`src/rtl/rs_pkg.sv`:
```
package rs_pkg;
  localparam int unsigned SLOTS  = 4;
  localparam int unsigned SLOT_W = 2;
  localparam int unsigned WRAP_W = 3;
  localparam int unsigned SC_W   = 2;

  typedef enum logic {
    BLK_A = 1'b0,
    BLK_B = 1'b1
  } blk_e;

  typedef enum logic {
    PH_READ  = 1'b0,
    PH_WRITE = 1'b1
  } scrub_ph_e;
endpackage

```
`src/rtl/rs_interval_timer.sv`:
```
module rs_interval_timer #(
  parameter int unsigned INTERVAL = 1000
) (
  input  logic clk,
  input  logic rst,
  input  logic fast,
  output logic tick
);
  localparam int unsigned CNT_W = $clog2(INTERVAL + 1);
  localparam logic [CNT_W-1:0] LIM_SLOW = CNT_W'(INTERVAL - 1);
  localparam logic [CNT_W-1:0] LIM_FAST = CNT_W'(INTERVAL / 2 - 1);

  logic [CNT_W-1:0] cnt;
  logic [CNT_W-1:0] lim;

  always_comb lim = fast ? LIM_FAST : LIM_SLOW;

  always_ff @(posedge clk) begin
    if (rst) begin
      cnt  <= '0;
      tick <= 1'b0;
    end else if (cnt >= lim) begin
      cnt  <= '0;
      tick <= 1'b1;
    end else begin
      cnt  <= cnt + CNT_W'(1);
      tick <= 1'b0;
    end
  end

  // a tick is a single-clock pulse
  a_r1_tick_pulse: assert property (@(posedge clk) disable iff (rst)
    tick |=> !tick);
endmodule

```
`src/rtl/rs_addr_gen.sv`:
```
module rs_addr_gen
  import rs_pkg::*;
#(
  parameter int unsigned ROW_W = 10,
  parameter int unsigned COL_W = 10
) (
  input  logic              clk,
  input  logic              rst,
  input  logic              step,
  output logic [ROW_W-1:0]  row,
  output logic [COL_W-1:0]  col,
  output blk_e              blk,
  output logic [SLOT_W-1:0] slot,
  output logic [SC_W-1:0]   sc
);
  localparam logic [ROW_W-1:0]  ROW_MAX  = '1;
  localparam logic [COL_W-1:0]  COL_MAX  = '1;
  localparam logic [WRAP_W-1:0] WRAP_MAX = '1;

  logic [WRAP_W-1:0] wraps;
  logic              row_wrap;
  logic              col_adv;

  always_comb begin
    row_wrap = step && (row == ROW_MAX);
    col_adv  = row_wrap && (wraps == WRAP_MAX);
  end

  always_ff @(posedge clk) begin
    if (rst) begin
      row   <= '0;
      col   <= '0;
      blk   <= BLK_A;
      slot  <= '0;
      sc    <= '0;
      wraps <= '0;
    end else begin
      if (step) row <= row + ROW_W'(1);
      if (row_wrap) begin
        wraps <= wraps + WRAP_W'(1);
        blk   <= (blk == BLK_A) ? BLK_B : BLK_A;
        if (wraps[0]) slot <= slot + SLOT_W'(1);
      end
      if (col_adv) begin
        col <= col + COL_W'(1);
        if (col == COL_MAX) sc <= sc + SC_W'(1);
      end
    end
  end

  // each step advances the row by one
  a_r3_row_step: assert property (@(posedge clk) disable iff (rst)
    step |=> (row == $past(row) + ROW_W'(1)));
  // a row wrap flips the scrub target
  a_r5_blk_toggle: assert property (@(posedge clk) disable iff (rst)
    (step && row == ROW_MAX) |=> (blk != $past(blk)));
  // without a row wrap the slot holds
  a_r6_slot_hold: assert property (@(posedge clk) disable iff (rst)
    !(step && row == ROW_MAX) |=> $stable(slot));
  // the column only moves when the row wraps
  a_r7_col_hold: assert property (@(posedge clk) disable iff (rst)
    !(step && row == ROW_MAX) |=> $stable(col));
  // the pass counter only moves when the column does
  a_r8_sc_follows_col: assert property (@(posedge clk) disable iff (rst)
    $stable(col) |-> $stable(sc));
endmodule

```
`src/rtl/rs_burst_fsm.sv`:
```
module rs_burst_fsm
  import rs_pkg::*;
(
  input  logic              clk,
  input  logic              rst,
  input  logic              tick,
  input  logic              grant,
  input  logic [SLOT_W-1:0] slot,
  input  blk_e              blk,
  output logic              req,
  output logic              step,
  output logic              ras,
  output logic              cas_a,
  output logic              cas_b,
  output logic              oe,
  output logic              we
);
  localparam logic [SLOT_W-1:0] LAST_CYC = SLOT_W'(SLOTS - 1);

  logic              busy;
  logic [SLOT_W-1:0] cyc;
  scrub_ph_e         ph;
  logic              start;
  logic              is_scrub;

  always_comb begin
    start    = !busy && req && grant;
    is_scrub = busy && (cyc == slot);
    step     = busy && (!is_scrub || ph == PH_WRITE);
    ras      = busy;
    cas_a    = is_scrub && (blk == BLK_A);
    cas_b    = is_scrub && (blk == BLK_B);
    oe       = is_scrub && (ph == PH_READ);
    we       = is_scrub && (ph == PH_WRITE);
  end

  always_ff @(posedge clk) begin
    if (rst) begin
      req  <= 1'b0;
      busy <= 1'b0;
      cyc  <= '0;
      ph   <= PH_READ;
    end else begin
      if (tick)       req <= 1'b1;
      else if (start) req <= 1'b0;

      if (start) begin
        busy <= 1'b1;
        cyc  <= '0;
        ph   <= PH_READ;
      end else if (busy) begin
        if (is_scrub && ph == PH_READ) begin
          ph <= PH_WRITE;
        end else begin
          ph <= PH_READ;
          if (cyc == LAST_CYC) busy <= 1'b0;
          else                 cyc  <= cyc + SLOT_W'(1);
        end
      end
    end
  end

  // a pending request persists until a burst starts
  a_r9_req_hold: assert property (@(posedge clk) disable iff (rst)
    (req && !(busy == 1'b0 && grant)) |=> req);
  // the read phase is always followed by the write phase
  a_r4_oe_then_we: assert property (@(posedge clk) disable iff (rst)
    oe |=> (we && $stable(cas_a) && $stable(cas_b)));
  // at most one block gets a column strobe
  a_r4_one_cas: assert property (@(posedge clk) disable iff (rst)
    $onehot0({cas_a, cas_b}));
  // column strobes only inside a row cycle
  a_r4_cas_in_ras: assert property (@(posedge clk) disable iff (rst)
    (cas_a || cas_b) |-> ras);
endmodule

```
`src/rtl/refresh_scrub_seq.sv`:
```
module refresh_scrub_seq
  import rs_pkg::*;
#(
  parameter int unsigned ROW_W    = 10,
  parameter int unsigned COL_W    = 10,
  parameter int unsigned INTERVAL = 1000
) (
  input  logic             clk,
  input  logic             rst,
  input  logic             fast_i,
  input  logic             grant_i,
  output logic             req_o,
  output logic             ras_a_o,
  output logic             ras_b_o,
  output logic             cas_a_o,
  output logic             cas_b_o,
  output logic             oe_o,
  output logic             we_o,
  output logic [ROW_W-1:0] row_o,
  output logic [COL_W-1:0] col_o,
  output logic [1:0]       sc_o
);
  logic              tick;
  logic              step;
  logic              ras;
  logic [SLOT_W-1:0] slot;
  blk_e              blk;

  rs_interval_timer #(.INTERVAL(INTERVAL)) u_timer (
    .clk  (clk),
    .rst  (rst),
    .fast (fast_i),
    .tick (tick)
  );

  rs_burst_fsm u_fsm (
    .clk   (clk),
    .rst   (rst),
    .tick  (tick),
    .grant (grant_i),
    .slot  (slot),
    .blk   (blk),
    .req   (req_o),
    .step  (step),
    .ras   (ras),
    .cas_a (cas_a_o),
    .cas_b (cas_b_o),
    .oe    (oe_o),
    .we    (we_o)
  );

  rs_addr_gen #(.ROW_W(ROW_W), .COL_W(COL_W)) u_addr (
    .clk  (clk),
    .rst  (rst),
    .step (step),
    .row  (row_o),
    .col  (col_o),
    .blk  (blk),
    .slot (slot),
    .sc   (sc_o)
  );

  always_comb begin
    ras_a_o = ras;
    ras_b_o = ras;
  end

  // nothing is strobed while in reset
  a_r10_quiet_reset: assert property (@(posedge clk)
    $past(rst) |-> !(ras_a_o || cas_a_o || cas_b_o || req_o));
endmodule

```
`config.mk`:
```
export PLATFORM = sky130hd
export DESIGN_NAME = refresh_scrub_seq
export DESIGN_NICKNAME = d
export VERILOG_FILES = /design/src/rtl/rs_pkg.sv /design/src/rtl/rs_interval_timer.sv /design/src/rtl/rs_addr_gen.sv /design/src/rtl/rs_burst_fsm.sv /design/src/rtl/refresh_scrub_seq.sv
export SDC_FILE = /design/constraint.sdc
export NUM_CORES = 1
export LEC_CHECK = 0
export ABC_AREA = 1
export ABC_CLOCK_PERIOD_IN_PS = 2000
export BUFFER_PORTS_ARGS = -buffer_cell sky130_fd_sc_hd__buf_4
export CORE_MARGIN = 1.5
export CORE_UTILIZATION = 50
export DETAILED_ROUTE_END_ITERATION = 8
export PLACE_DENSITY = 0.71
export SYNTH_ARGS = -nofsm -noshare
export SYNTH_HDL_FRONTEND = slang
export SYNTH_SLANG_ARGS = --single-unit
```
`constraint.sdc`:
```
create_clock -name clk -period 2 [get_ports clk]
set_input_delay 0.4 -clock clk [delete_from_list [all_inputs] [get_ports clk]]
set_output_delay 0.4 -clock clk [all_outputs]
set_load 0.03 [all_outputs]
```
After elaboration in Yosys (flattened, before gate mapping)
Cells that the tools add are included.

operators by class
  add/sub/neg operators = 7
  reduce and logical (&&, ||, !) cells = 19
  equal/unequal tests = 5
  order comparisons = 1
  bitwise logic cells = 4
  muxes and demuxes = 10

operator list
  cell                     count
  $add A10 B1 Y10 const B  3
  $eq A10 B10 Y1 const B   2
  $ge A10 B10 Y1           1
  $logic_and A1 B1 Y1      10
  $mux W10                 1
  $mux W1                  9
  $add A2 B1 Y2 const B    3
  $not A1 Y1               4
  $reduce_and A2 Y1        2
  $reduce_or A2 Y1         2
  $add A3 B1 Y3 const B    1
  $eq A3 B3 Y1 const B     1
  $reduce_and A3 Y1        1
  $eq A2 B2 Y1             1
  $eq A2 B2 Y1 const B     1
  $logic_not A1 Y1         2
  $reduce_bool A2 Y1       1
  $logic_or A1 B1 Y1       1

storage, ports and cells
  output and inout port bits = 29
  bits in registers = 44
  logic and storage cells = 58
  input port bits = 4

Longest topological paths before layout
Gate-level depths: netlist (run 1).

  depth in word-level cells = 8
  gate-level depth with buffers = 10
  mapped depth without buffers = 10

By module
A second synthesis (run 1) with hierarchy kept.

unflattened totals
  cell total of the unflattened synthesis = 313
  area, all modules = 2277.2 um^2

modules (own cells, without submodules)
  module             instances  cells an instance  area an instance (um^2)  seq. area each (um^2)
  rs_addr_gen        1          189                1382.6                   560.5
  rs_interval_timer  1          78                 593.1                    220.2
  rs_burst_fsm       1          45                 294.0                    100.1
  refresh_scrub_seq  1          1                  7.5                      0.0

Least setup slack after synthesis (run 1)
Ideal clock, no wire load.

  path kind = register to register
  start = register u_addr.row[0]
  end = register u_addr.col[4]
  required time = 1.868 ns
  clock period less this slack = 1.786 ns
  data arrival time = 1.653 ns
  path slack = 0.214 ns
  setup time = 0.132 ns
  cell stages (with the launch flop) = 10
  path buffers = 1
  path through = dfxtp_1 ha_1 nand2_2 nor2_4 nand4_4 nor2_8 nand3_4 buf_6 nand2_1 a21oi_1

on the way
  longest elaborated chain between the ends = 3

RTL lines
  element                   RTL line           source
  start: declaration        rs_addr_gen.sv:10  output logic [ROW_W-1:0] row,
  start signal: assignment  rs_addr_gen.sv:38  if (step) row <= row + ROW_W'(1);
  $eq A10 B10 Y1            rs_addr_gen.sv:25  row_wrap = step && (row == ROW_MAX);
  $logic_and A1 B1 Y1       rs_addr_gen.sv:25
  $logic_and A1 B1 Y1       rs_addr_gen.sv:26  col_adv = row_wrap && (wraps == WRAP_MAX);
  end signal: assignment    rs_addr_gen.sv:45  col <= col + COL_W'(1);
  end: declaration          rs_addr_gen.sv:11  output logic [COL_W-1:0] col,

Every way passes these cells.
A chain may end at the register's enable or synchronous reset.

Worst setup path after layout (run 1)
  start = register u_addr.slot[0]
  end = output port cas_a_o

on the way
  longest elaborated chain between the ends = 3

RTL lines
  element                   RTL line                 source
  start: declaration        rs_addr_gen.sv:13        output logic [SLOT_W-1:0] slot,
  start signal: assignment  rs_addr_gen.sv:42        if (wraps[0]) slot <= slot + SLOT_W'(1);
  $eq A2 B2 Y1              rs_burst_fsm.sv:28       is_scrub = busy && (cyc == slot);
  $logic_and A1 B1 Y1       rs_burst_fsm.sv:28
  $logic_and A1 B1 Y1       rs_burst_fsm.sv:31       cas_a = is_scrub && (blk == BLK_A);
  end: declaration          refresh_scrub_seq.sv:15  output logic cas_a_o,

Every way passes these cells.

==> summary.txt, run 1 <==
==================================================================================
Detail Route Antenna Nets                                                        0
Post-synthesis sequential element count                                         44
Detailed-route wire length                                                 4020 um
R2r startpoint                                                        u_addr.row[1]
WL/cell                                                                    10.2 um
Sequential cell area                                                      881 um^2
Fraction of synthesis flops using an asynchronous set or reset pin              0%
Largest driver fanout on the critical path                                       4
Terminating pin of the worst hold path                                u_addr.col[2]
Sequential-to-total area share from yosys stat                               39.8%
Clock latency on the worst-skew pair                                        300 ps
Sum of net half-perimeters after detailed placement                        2910 um
Vias                                                                          1899
Crit path launch type                                                    flip-flop
Initial DRC count                                                              127
Area growth syn-to-layout                                                    17.0%
Worst-case reg-to-reg path depth                                                 9
Initial core utilization                                                     51.6%
Overall power of the completed layout                                      1.51 mW
Number of buffers created by CTS                                                 5
Worst Skew                                                                 6.07 ps
RSZ-0062 raised after global routing                                         false
# placed instances                                                             385
Number of setup violations in the final report                                   0
Final Instance Count excl. Fillers                                             393
CTS clk-pin slew, worst paths                                                80 ps
Buffers added on ports                                                          32
Leak pwr                                                                   1.13 nW
Num Clock Sinks                                                                 44
Core area                                                                4290 um^2
DRC errors left                                                                  0
Cell Rows                                                                       24
Total setup buffers inserted after CTS                                           0
Dominant cell type by area after synthesis                            sky130_fd_sc_hd__dfxtp_1
Peak clock frequency supported by timing                                 0.554 GHz
Capturing element type of the critical path                            output port
Yosys warnings                                                                   0
Resize count post-CTS                                                            0
CP Class                                                              flip-flop to output port
Syn Nets                                                                       317
Synth area leaders                                                    sky130_fd_sc_hd__dfxtp_1 (40%), sky130_fd_sc_hd__nand2_1 (14%), sky130_fd_sc_hd__nor2_1 (6.3%), sky130_fd_sc_hd__a21oi_1 (6.1%), sky130_fd_sc_hd__inv_1 (5.9%)
Grt met3 use                                                                 4.07%
Die Footprint                                                            4840 um^2
Fin. Hold Viols                                                                  0
Slew at the pin closest to its max-slew limit                               478 ps
Number of diodes                                                                 0
Number of distinct library cells after synthesis                                30
Final worst path period need                                               1810 ps
TNS Setup                                                                     0 ps
Vias in the first global route                                                1666
Met2 capacity usage during global routing                                    28.0%
Wire length of the first global-routing pass                               7140 um
Share of final-layout standard cells stronger than drive strength 1          15.5%
Hold slack final                                                            434 ps
CP arrival                                                                 1410 ps
Final net count                                                                353
Register-to-register path setup slack                                       330 ps
Reg2reg end                                                           u_addr.col[3]
Met1 usage                                                                   24.0%
H-tree level count                                                               2
Post-synth EDFFs                                                                 0
Number of slew-limit violations in the final report                              0
Clock buffer depth                                                               2
Number of instances in the synthesized netlist                                 304
CTS root buf                                                          sky130_fd_sc_hd__clkbuf_8
Synthesized area                                                         2220 um^2
Fillcell total                                                                 419
Status                                                                   completed
Via-to-Cell Ratio                                                             4.83
Relative max-transition margin                                               67.8%
TritonCTS clock tree                                                           yes
Area fraction of the dominant cell type after synthesis                      39.8%
Hold wc startpoint                                                             rst
Post-Syn Area per Cell                                                   7.29 um^2
Overall routing resource usage                                               18.1%
Period utilization                                                           90.3%
Number of antenna violations at the first check in global routing                0
Footprint of the multi-input gates                                       1150 um^2
DR pass1 iterations                                                              4
Remaining global-route overflow                                                  0
Max-capacitance violation count                                                  0
Primary FF master, synth                                              sky130_fd_sc_hd__dfxtp_1
I/O pin count                                                                   33
Worst voltage drop across the vdd grid                                      433 uV
Pin count of the biggest net entering global routing                            22
Routability-driven placement congestion ratio                                0.793
Height of the chip                                                         69.6 um
Hold/Removal Path Class                                               primary input to flip-flop
Hold-critical path depth                                                         2
Crit path required time                                                    1600 ps
Busiest layer in global routing                                               met2
Hold_buf cts                                                                     0
Power density over cell area                                           582 nW/um^2
Die Span X                                                                 69.6 um
==================================================================================
==> cells in the final DEF, fill, tap and decap left out, drive strengths merged <==
cell type / Yosys / routed
or2: 2 / 2
clkbuf: 3 / 8
a21o: 1 / 1
nand3b: 1 / 1
nand4: 5 / 5
nor2: 40 / 40
nand2: 86 / 86
xnor2: 7 / 7
xor2: 9 / 9
ha: 9 / 9
dfxtp: 44 / 44
nor3: 4 / 4
o21ai: 10 / 10
a31oi: 1 / 1
nand3: 14 / 14
buf: 3 / 35
a21oi: 28 / 28
clkinv: 1 / 1
a211oi: 1 / 1
inv: 35 / 35
==> through the flow <==
| stage | util, % | setup WS (ps) | instance area [um^2] |
|---|---|---|---|
| detailed placement | 58.3 | 275 | 2500 |
| CTS | 60.4 | 168 | 2590 |
| floorplan | - | 214 | 2220 |
| finish | 60.4 | 194 | 2590 |
| global placement | 58.3 | 315 | 2500 |
| global route | 60.4 | 66.3 | 2590 |
==> per-layer routing <==
metal  vias up  routed length [um]
li1       1034                   -
met1       827                2010
met2        33                1800
met3         5                 143
met5         -                   0
met4         0                  74
==> registers in the layout (all words and copies together), names as in the netlist <==
| signal | flops |
|---|---|
| u_fsm.ras | 1 |
| u_addr.blk | 1 |
| u_addr.slot | 2 |
| u_addr.row | 10 |
| u_addr.sc | 2 |
| u_fsm.ph | 1 |
| u_addr.wraps | 3 |
| u_timer.tick | 1 |
| u_addr.col | 10 |
| u_timer.cnt | 10 |
| u_fsm.cyc | 2 |
| u_fsm.req | 1 |
==> critical path: stages, from the launching register on <==
cell and delay [ps]:
sky130_fd_sc_hd__dfxtp_1 380, sky130_fd_sc_hd__inv_1 70, sky130_fd_sc_hd__nand2_1 80, sky130_fd_sc_hd__nand3_1 80
sky130_fd_sc_hd__nor2_1 140, sky130_fd_sc_hd__inv_1 100, sky130_fd_sc_hd__nor2_1 100, sky130_fd_sc_hd__buf_4 170
==> logic make-up after synthesis <==
| logic type | count (synthesis) | share of synthesized area (%) |
|---|---|---|
| buffers and inverters | 42 | 8.19 |
| and+or+nand+nor | 152 | 30.6 |
| adders and majority gates | 9 | 5.08 |
| AOI/OAI and AO/OA | 41 | 10.1 |
| xor gates and xnor gates | 16 | 6.32 |
| DFF | 44 | 39.8 |
==> cell usage after synthesis, drive strengths merged (4+ instances only) <==
cell type / instances
ha: 9
xor2: 9
nand3: 14
dfxtp: 44
nand4: 5
xnor2: 7
inv: 35
nor3: 4
nor2: 40
a21oi: 28
nand2: 86
o21ai: 10
==> power by group <==
| group | total, mW | internal, mW | switching (mW) |
|---|---|---|---|
| clock network | 0.584 | 0.282 | 0.302 |
| registers | 0.885 | 0.880 | 0.00464 |
| logic | 0.0393 | 0.0144 | 0.0248 |
==> cell type report <==
type	instances	area share (%)
repair buffers	35	10.1
inverters	36	5.41
multi-input cells	218	44.5
flip-flops and latches	44	34.0
well taps	52	2.51
clock buffers	8	3.47
==> how the worst max path moves through the flow <==
stage / startpoint / cells after the start / endpoint / slack [ps]
2_1_floorplan: u_addr.row[0] / 9 / u_addr.col[4] / 210
3_3_place_gp: fast_i / 8 / u_timer.cnt[3] / 310
3_5_place_dp: fast_i / 8 / u_timer.cnt[1] / 270
4_1_cts: u_addr.slot[0] / 7 / cas_a_o / 170
5_1_grt: u_fsm.cyc[0] / 7 / cas_a_o / 70
6_report: u_addr.slot[0] / 7 / cas_a_o / 190
Power figures use the tool's default switching activity.
==> inputs of run 2 (changes only) <==
--- a/config.mk
+++ b/config.mk
@@ -6,12 +6,12 @@
 export NUM_CORES = 1
 export LEC_CHECK = 0
 export ABC_AREA = 1
-export ABC_CLOCK_PERIOD_IN_PS = 2000
+export ABC_CLOCK_PERIOD_IN_PS = 1600
 export BUFFER_PORTS_ARGS = -buffer_cell sky130_fd_sc_hd__buf_4
 export CORE_MARGIN = 1.5
 export CORE_UTILIZATION = 50
 export DETAILED_ROUTE_END_ITERATION = 8
-export PLACE_DENSITY = 0.71
+export PLACE_DENSITY = 0.74
 export SYNTH_ARGS = -nofsm -noshare
 export SYNTH_HDL_FRONTEND = slang
 export SYNTH_SLANG_ARGS = --single-unit
==> constraint.sdc (replaced) <==
create_clock -name clk -period 1.6 [get_ports clk]
set_input_delay 0.32 -clock clk [delete_from_list [all_inputs] [get_ports clk]]
set_output_delay 0.32 -clock clk [all_outputs]
set_load 0.03 [all_outputs]
==> summary.txt, run 2 (synthesis gave the netlist of run 1 again) <==
==================================================================================
Final worst path period need                                               1630 ps
Detailed-route wire length                                                 4860 um   was 4020 um
Worst voltage drop across the vdd grid                                      489 uV   was 433 uV
Clock latency on the worst-skew pair                                        300 ps   about the same
Worst path max stage delay                                                  380 ps   about the same
Slowest cell on the critical path                                     sky130_fd_sc_hd__dfxtp_4   was sky130_fd_sc_hd__dfxtp_1
Die Span X                                                                 69.6 um   unchanged
Worst Skew                                                                 9.11 ps   was 6.07 ps
Ordered list of cells on the worst path                               inv_2 -> nand2_1 -> nand2_2 -> nor2_4 -> inv_4 -> nor2_4 -> buf_6   was inv_1 -> nand2_1 -> nand3_1 -> nor2_1 -> inv_1 -> nor2_1 -> buf_4
R2r startpoint                                                        u_addr.row[1]   unchanged
CP Class                                                              flip-flop to output port   unchanged
Period utilization                                                            102%
Cell Rows                                                                       24   unchanged
Reg2reg end                                                           u_addr.col[0]   was u_addr.col[3]
Crit path required time                                                    1280 ps   was 1600 ps
Number of slew-limit violations in the final report                              0   unchanged
Final Instance Count excl. Fillers                                             414   was 393
Violated checks                                                       setup timing
Worst-case reg-to-reg path depth                                                 9   unchanged
H-tree level count                                                               2   unchanged
Wire length of the first global-routing pass                               7450 um   was 7140 um
Initial DRC count                                                               79   was 127
Sequential cell area                                                      901 um^2   was 881 um^2
Number of diodes                                                                 0   unchanged
Relative max-transition margin                                               65.7%   was 67.8%
Capturing element type of the critical path                            output port   unchanged
Crit path launch type                                                    flip-flop   unchanged
Clock buffer depth                                                               2   unchanged
Register-to-register path setup slack                                       -10 ps   was 330 ps
Post-Place Setup Slack                                                     -103 ps   was 275 ps
Peak clock frequency supported by timing                                 0.613 GHz
Sum of net half-perimeters after detailed placement                        3090 um   was 2910 um
Die Footprint                                                            4840 um^2   unchanged
Total non-filler cell area in the finished layout                        3040 um^2   was 2590 um^2
Footprint of the multi-input gates                                       1360 um^2   was 1150 um^2
Hold_buf cts                                                                     0   unchanged
Hold/Removal Path Class                                               primary input to flip-flop   unchanged
Hold-critical path depth                                                         5   was 2
WL/cell                                                                    11.7 um   was 10.2 um
Via-to-Cell Ratio                                                             5.03   was 4.83
Number of buffers created by CTS                                                 5   unchanged
Initial core utilization                                                     51.6%   unchanged
Fin. Hold Viols                                                                  0   unchanged
Power density over cell area                                           659 nW/um^2   was 582 nW/um^2
Remaining global-route overflow                                                  0   unchanged
Core area                                                                4290 um^2   unchanged
Number of antenna violations at the first check in global routing                0   unchanged
Critical Path Most Common Cell                                        sky130_fd_sc_hd__nor2_4
Pin count of the biggest net entering global routing                            21   was 22
DR pass1 iterations                                                              4   unchanged
Height of the chip                                                         69.6 um   unchanged
Routability-driven placement congestion ratio                                0.795   was 0.793
Vias                                                                          2083   was 1899
Terminating pin of the worst hold path                                   u_fsm.ras   was u_addr.col[2]
Hold wc startpoint                                                         grant_i   was rst
Status                                                                complete, but fails checks   was completed
Final net count                                                                374   was 353
Slew at the pin closest to its max-slew limit                               509 ps   was 478 ps
CTS root buf                                                          sky130_fd_sc_hd__clkbuf_8   unchanged
Detail Route Antenna Nets                                                        0   unchanged
Largest driver fanout on the critical path                                       4   unchanged
Hold slack final                                                            386 ps   was 434 ps
DRC errors left                                                                  0   unchanged
Buffers added on ports                                                          32   unchanged
Top Registers                                                         u_addr.col x10, u_addr.row x10, u_timer.cnt x10   unchanged
Commonest non-fill, non-tap cells in the layout                       sky130_fd_sc_hd__nand2_1 (62), sky130_fd_sc_hd__buf_4 (43), sky130_fd_sc_hd__dfxtp_1 (36)   was sky130_fd_sc_hd__nand2_1 (84), sky130_fd_sc_hd__dfxtp_1 (44), sky130_fd_sc_hd__nor2_1 (37)
Fillcell total                                                                 347   was 419
Overall power of the completed layout                                      2.00 mW   was 1.51 mW
Num Clock Sinks                                                                 44   unchanged
Leak pwr                                                                   1.28 nW   was 1.13 nW
# placed instances                                                             392   was 385
I/O pin count                                                                   33   unchanged
CTS clk-pin slew, worst paths                                                80 ps   about the same
Area growth syn-to-layout                                                    37.3%   was 17.0%
Overall routing resource usage                                               18.7%   was 18.1%
CP arrival                                                                 1310 ps   was 1410 ps
PnR worst setup slack                                                     -30.4 ps   was 194 ps
RSZ-0062 raised after global routing                                          true   was false
Most common cell after layout, fill and taps aside                    sky130_fd_sc_hd__nand2_1   unchanged
TritonCTS clock tree                                                           yes   unchanged
Share of final-layout standard cells stronger than drive strength 1          36.5%   was 15.5%
Area after DPL                                                           2570 um^2   was 2500 um^2
Max-capacitance violation count                                                  0   unchanged
Number of setup violations in the final report                                   7   was 0
Vias in the first global route                                                1842   was 1666
==================================================================================
run 2: cell count changes in the layout (fill, tap and decap cells not counted), sizes merged:
cell	previous run	this run
clkinvlp	0	1
buf	35	54
nand2	86	87
clkbuf	8	5
inv	35	36
bufinv	0	1
clkinv	1	2
run 2: layout make-up:
cell class              count  area share (%)
multi-input cells         219            44.7
flip-flops and latches     44            29.6
repair buffers             54            15.0
inverters                  36            4.69
clock buffers               5            2.26
well taps                  52            2.14
clock inverters             3            1.40
repair inverters            1           0.206
run 2: worst max-delay path: cells and delay by family, from the launching register on:
family	cells	cell delay [ps]
buffers and inverters	3	240
DFF	1	380
and+or+nand+nor	4	400
run 2: report_power, final:
group / leakage, nW / internal (mW) / switching [mW]
Combinational: 0.869 / 0.0224 / 0.0375
Sequential: 0.360 / 1.09 / 0.00411
Clock: 0.0541 / 0.462 / 0.385
Total: 1.28 / 1.58 / 0.426
run 2: stage by stage:
stage	util [%]	TNS (ps)
2_1_floorplan	-	-17.0
3_3_place_gp	60.0	-50.3
3_5_place_dp	60.0	-605
4_1_cts	65.5	-108
5_1_grt	70.8	-1000
6_report	70.8	-88.2
run 2: what timing repair did:
item                                    in CTS  in global routing
buffers inserted                            10                  4
pin swaps                                    7                 23
resized for setup                           21                 63
endpoints found under the setup margin       4                 36
cloned                                       0                  2
run 2: worst max path at each step:
stage | startpoint | cells after the start | slack, ps | to
finish | u_fsm.cyc[1] | 7 | -30 | cas_b_o
CTS | u_fsm.cyc[0] | 7 | -40 | cas_b_o
global route | u_fsm.cyc[1] | 7 | -110 | cas_b_o
detailed placement | fast_i | 8 | -100 | u_timer.cnt[3]
global placement | fast_i | 8 | -30 | u_timer.cnt[7]
floorplan | u_fsm.ras | 4 | -6 | cas_a_o
run 2: per-layer routing:
metal | GRT usage (%) | vias to the layer above | wire length, um
li1 | - | 1078 | -
met1 | 22.8 | 963 | 2130
met2 | 31.3 | 34 | 2490
met3 | 4.80 | 8 | 151
met4 | 7.84 | 0 | 84
met5 | 0 | - | 0
==> inputs of run 3 (changes only) <==
--- a/config.mk
+++ b/config.mk
@@ -7,11 +7,11 @@
 export LEC_CHECK = 0
 export ABC_AREA = 1
 export ABC_CLOCK_PERIOD_IN_PS = 1600
-export BUFFER_PORTS_ARGS = -buffer_cell sky130_fd_sc_hd__buf_4
+export BUFFER_PORTS_ARGS = -buffer_cell sky130_fd_sc_hd__clkbuf_2
 export CORE_MARGIN = 1.5
 export CORE_UTILIZATION = 50
 export DETAILED_ROUTE_END_ITERATION = 8
-export PLACE_DENSITY = 0.74
+export PLACE_DENSITY = 0.8
 export SYNTH_ARGS = -nofsm -noshare
 export SYNTH_HDL_FRONTEND = slang
 export SYNTH_SLANG_ARGS = --single-unit
==> summary.txt, run 3 (synthesis gave the netlist of run 1 again) <==
==================================================================================
Status                                                                complete, but fails checks   unchanged
Violated checks                                                       setup timing   unchanged
Final net count                                                                371   was 374
Die Span X                                                                 69.6 um   unchanged
Share of final-layout standard cells stronger than drive strength 1          30.4%   was 36.5%
Final worst path period need                                               1610 ps   was 1630 ps
Initial core utilization                                                     51.6%   unchanged
Height of the chip                                                         69.6 um   unchanged
Overall routing resource usage                                               19.1%   was 18.7%
WL/cell                                                                    12.3 um   was 11.7 um
Detail Route Antenna Nets                                                        0   unchanged
Sum of net half-perimeters after detailed placement                        3200 um   was 3090 um
Largest driver fanout on the critical path                                       4   unchanged
Commonest non-fill, non-tap cells in the layout                       sky130_fd_sc_hd__nand2_1 (74), sky130_fd_sc_hd__dfxtp_1 (36), sky130_fd_sc_hd__nor2_1 (34)   was sky130_fd_sc_hd__nand2_1 (62), sky130_fd_sc_hd__buf_4 (43), sky130_fd_sc_hd__dfxtp_1 (36)
Area after DPL                                                           2490 um^2   was 2570 um^2
Overall power of the completed layout                                      1.82 mW   was 2.00 mW
Remaining global-route overflow                                                  0   unchanged
Num Clock Sinks                                                                 44   unchanged
CP arrival                                                                 1290 ps   was 1310 ps
Area growth syn-to-layout                                                    27.2%   was 37.3%
Peak clock frequency supported by timing                                 0.620 GHz   was 0.613 GHz
Cell Rows                                                                       24   unchanged
Number of slew-limit violations in the final report                              0   unchanged
Routability-driven placement congestion ratio                                0.767   was 0.795
Clock latency on the worst-skew pair                                        300 ps   about the same
H-tree level count                                                               2   unchanged
I/O pin count                                                                   33   unchanged
Crit path launch type                                                    flip-flop   unchanged
Worst Skew                                                                 10.3 ps   was 9.11 ps
Crit path required time                                                    1280 ps   about the same
TritonCTS clock tree                                                           yes   unchanged
Detailed-route wire length                                                 5070 um   was 4860 um
PnR worst setup slack                                                     -12.9 ps   was -30.4 ps
Fillcell total                                                                 356   was 347
Number of setup violations in the final report                                   6   was 7
Hold/Removal Path Class                                               primary input to flip-flop   unchanged
Slew at the pin closest to its max-slew limit                               444 ps   was 509 ps
Fin. Hold Viols                                                                  0   unchanged
Finished Core Util                                                           65.6%   was 70.8%
Pin count of the biggest net entering global routing                            21   unchanged
Max-capacitance violation count                                                  0   unchanged
Power density over cell area                                           647 nW/um^2   was 659 nW/um^2
Relative max-transition margin                                               70.1%   was 65.7%
Buffers added on ports                                                          32   unchanged
Initial DRC count                                                              138   was 79
DR pass1 iterations                                                              4   unchanged
Clock buffer depth                                                               2   unchanged
Number of buffers created by CTS                                                 5   unchanged
RSZ-0062 raised after global routing                                          true   unchanged
CP Class                                                              flip-flop to output port   unchanged
Most common cell after layout, fill and taps aside                    sky130_fd_sc_hd__nand2_1   unchanged
Capturing element type of the critical path                            output port   unchanged
CTS clk-pin slew, worst paths                                                70 ps   was 80 ps
Register-to-register path setup slack                                       -10 ps   about the same
Period utilization                                                            101%   was 102%
Wire length of the first global-routing pass                               7540 um   was 7450 um
Leak pwr                                                                   1.23 nW   was 1.28 nW
Number of antenna violations at the first check in global routing                0   unchanged
Vias in the first global route                                                1834   was 1842
Core area                                                                4290 um^2   unchanged
Number of diodes                                                                 0   unchanged
DRC errors left                                                                  0   unchanged
Via-to-Cell Ratio                                                             5.15   was 5.03
Top Registers                                                         u_addr.col x10, u_addr.row x10, u_timer.cnt x10   unchanged
CTS root buf                                                          sky130_fd_sc_hd__clkbuf_8   unchanged
Vias                                                                          2116   was 2083
Die Footprint                                                            4840 um^2   unchanged
Total non-filler cell area in the finished layout                        2820 um^2   was 3040 um^2
Hold slack final                                                            373 ps   was 386 ps
Worst voltage drop across the vdd grid                                      556 uV   was 489 uV
==================================================================================
==> run 3: cell count changes in the layout (fill, tap and decap cells not counted), sizes merged <==
cell / previous run / this run
clkbuf: 5 / 37
buf: 54 / 21
nand3: 14 / 15
bufinv: 1 / 0
clkinvlp: 1 / 0
nand2: 87 / 86
==> run 3: repair_timing <==
item	CTS	global route
gates resized for setup	16	38
endpoints found under the hold margin	0	0
setup endpoints to repair	7	25
hold buffers	0	0
gates cloned	1	1
pin swaps	4	14
buffers inserted	3	6
==> run 3: power breakdown <==
group	internal (mW)	switching (mW)	total [mW]	leakage, nW
clock	0.304	0.360	0.664	0.0399
sequential	1.10	0.00429	1.10	0.360
combinational	0.0218	0.0374	0.0591	0.827
total	1.42	0.401	1.82	1.23
==> run 3: area by class of cell <==
class	instances	area (um^2)	area share, %
Multi-Input combinational cell	219	1280	45.5
Timing Repair Buffer	51	345	12.3
Inverter	36	140	4.97
Sequential cell	44	898	31.9
Clock buffer	7	76.3	2.71
Tap cell	52	65.1	2.31
Timing Repair inverter	1	6.26	0.222
Clock inverter	1	3.75	0.133
==> run 3: path summary, 6_finish.rpt <==
check | start | to | cells after the start
max | u_addr.slot[1] | cas_b_o | 7
min | grant_i | u_fsm.ras | 5
max reg2reg | u_addr.row[1] | u_addr.col[9] | 9
min reg2reg | u_timer.tick | u_fsm.req | 2
==> run 3: per-layer routing <==
layer  global-route usage [%]  wire length, um
met1                     21.8             2060
met3                     5.09              228
met4                     7.84              117
met2                     33.7             2660
met5                        0                0
==> run 3: worst max-delay path, stage by stage (launching register included) <==
cell,delay [ps]
sky130_fd_sc_hd__dfxtp_2,360
sky130_fd_sc_hd__inv_1,50
sky130_fd_sc_hd__nand2_1,60
sky130_fd_sc_hd__nand2_2,80
sky130_fd_sc_hd__nor2_4,130
sky130_fd_sc_hd__inv_2,70
sky130_fd_sc_hd__nor2_1,90
sky130_fd_sc_hd__buf_4,160
==> run 3: stage by stage <==
step / TNS (ps) / cells / worst slack, ps
2_1_floorplan: -17.0 / 304 / -5.65
3_3_place_gp: 0 / 392 / 22.3
3_5_place_dp: -219 / 392 / -54.2
4_1_cts: -210 / 404 / -67.2
5_1_grt: -1400 / 411 / -100
6_report: -50.3 / 411 / -12.9
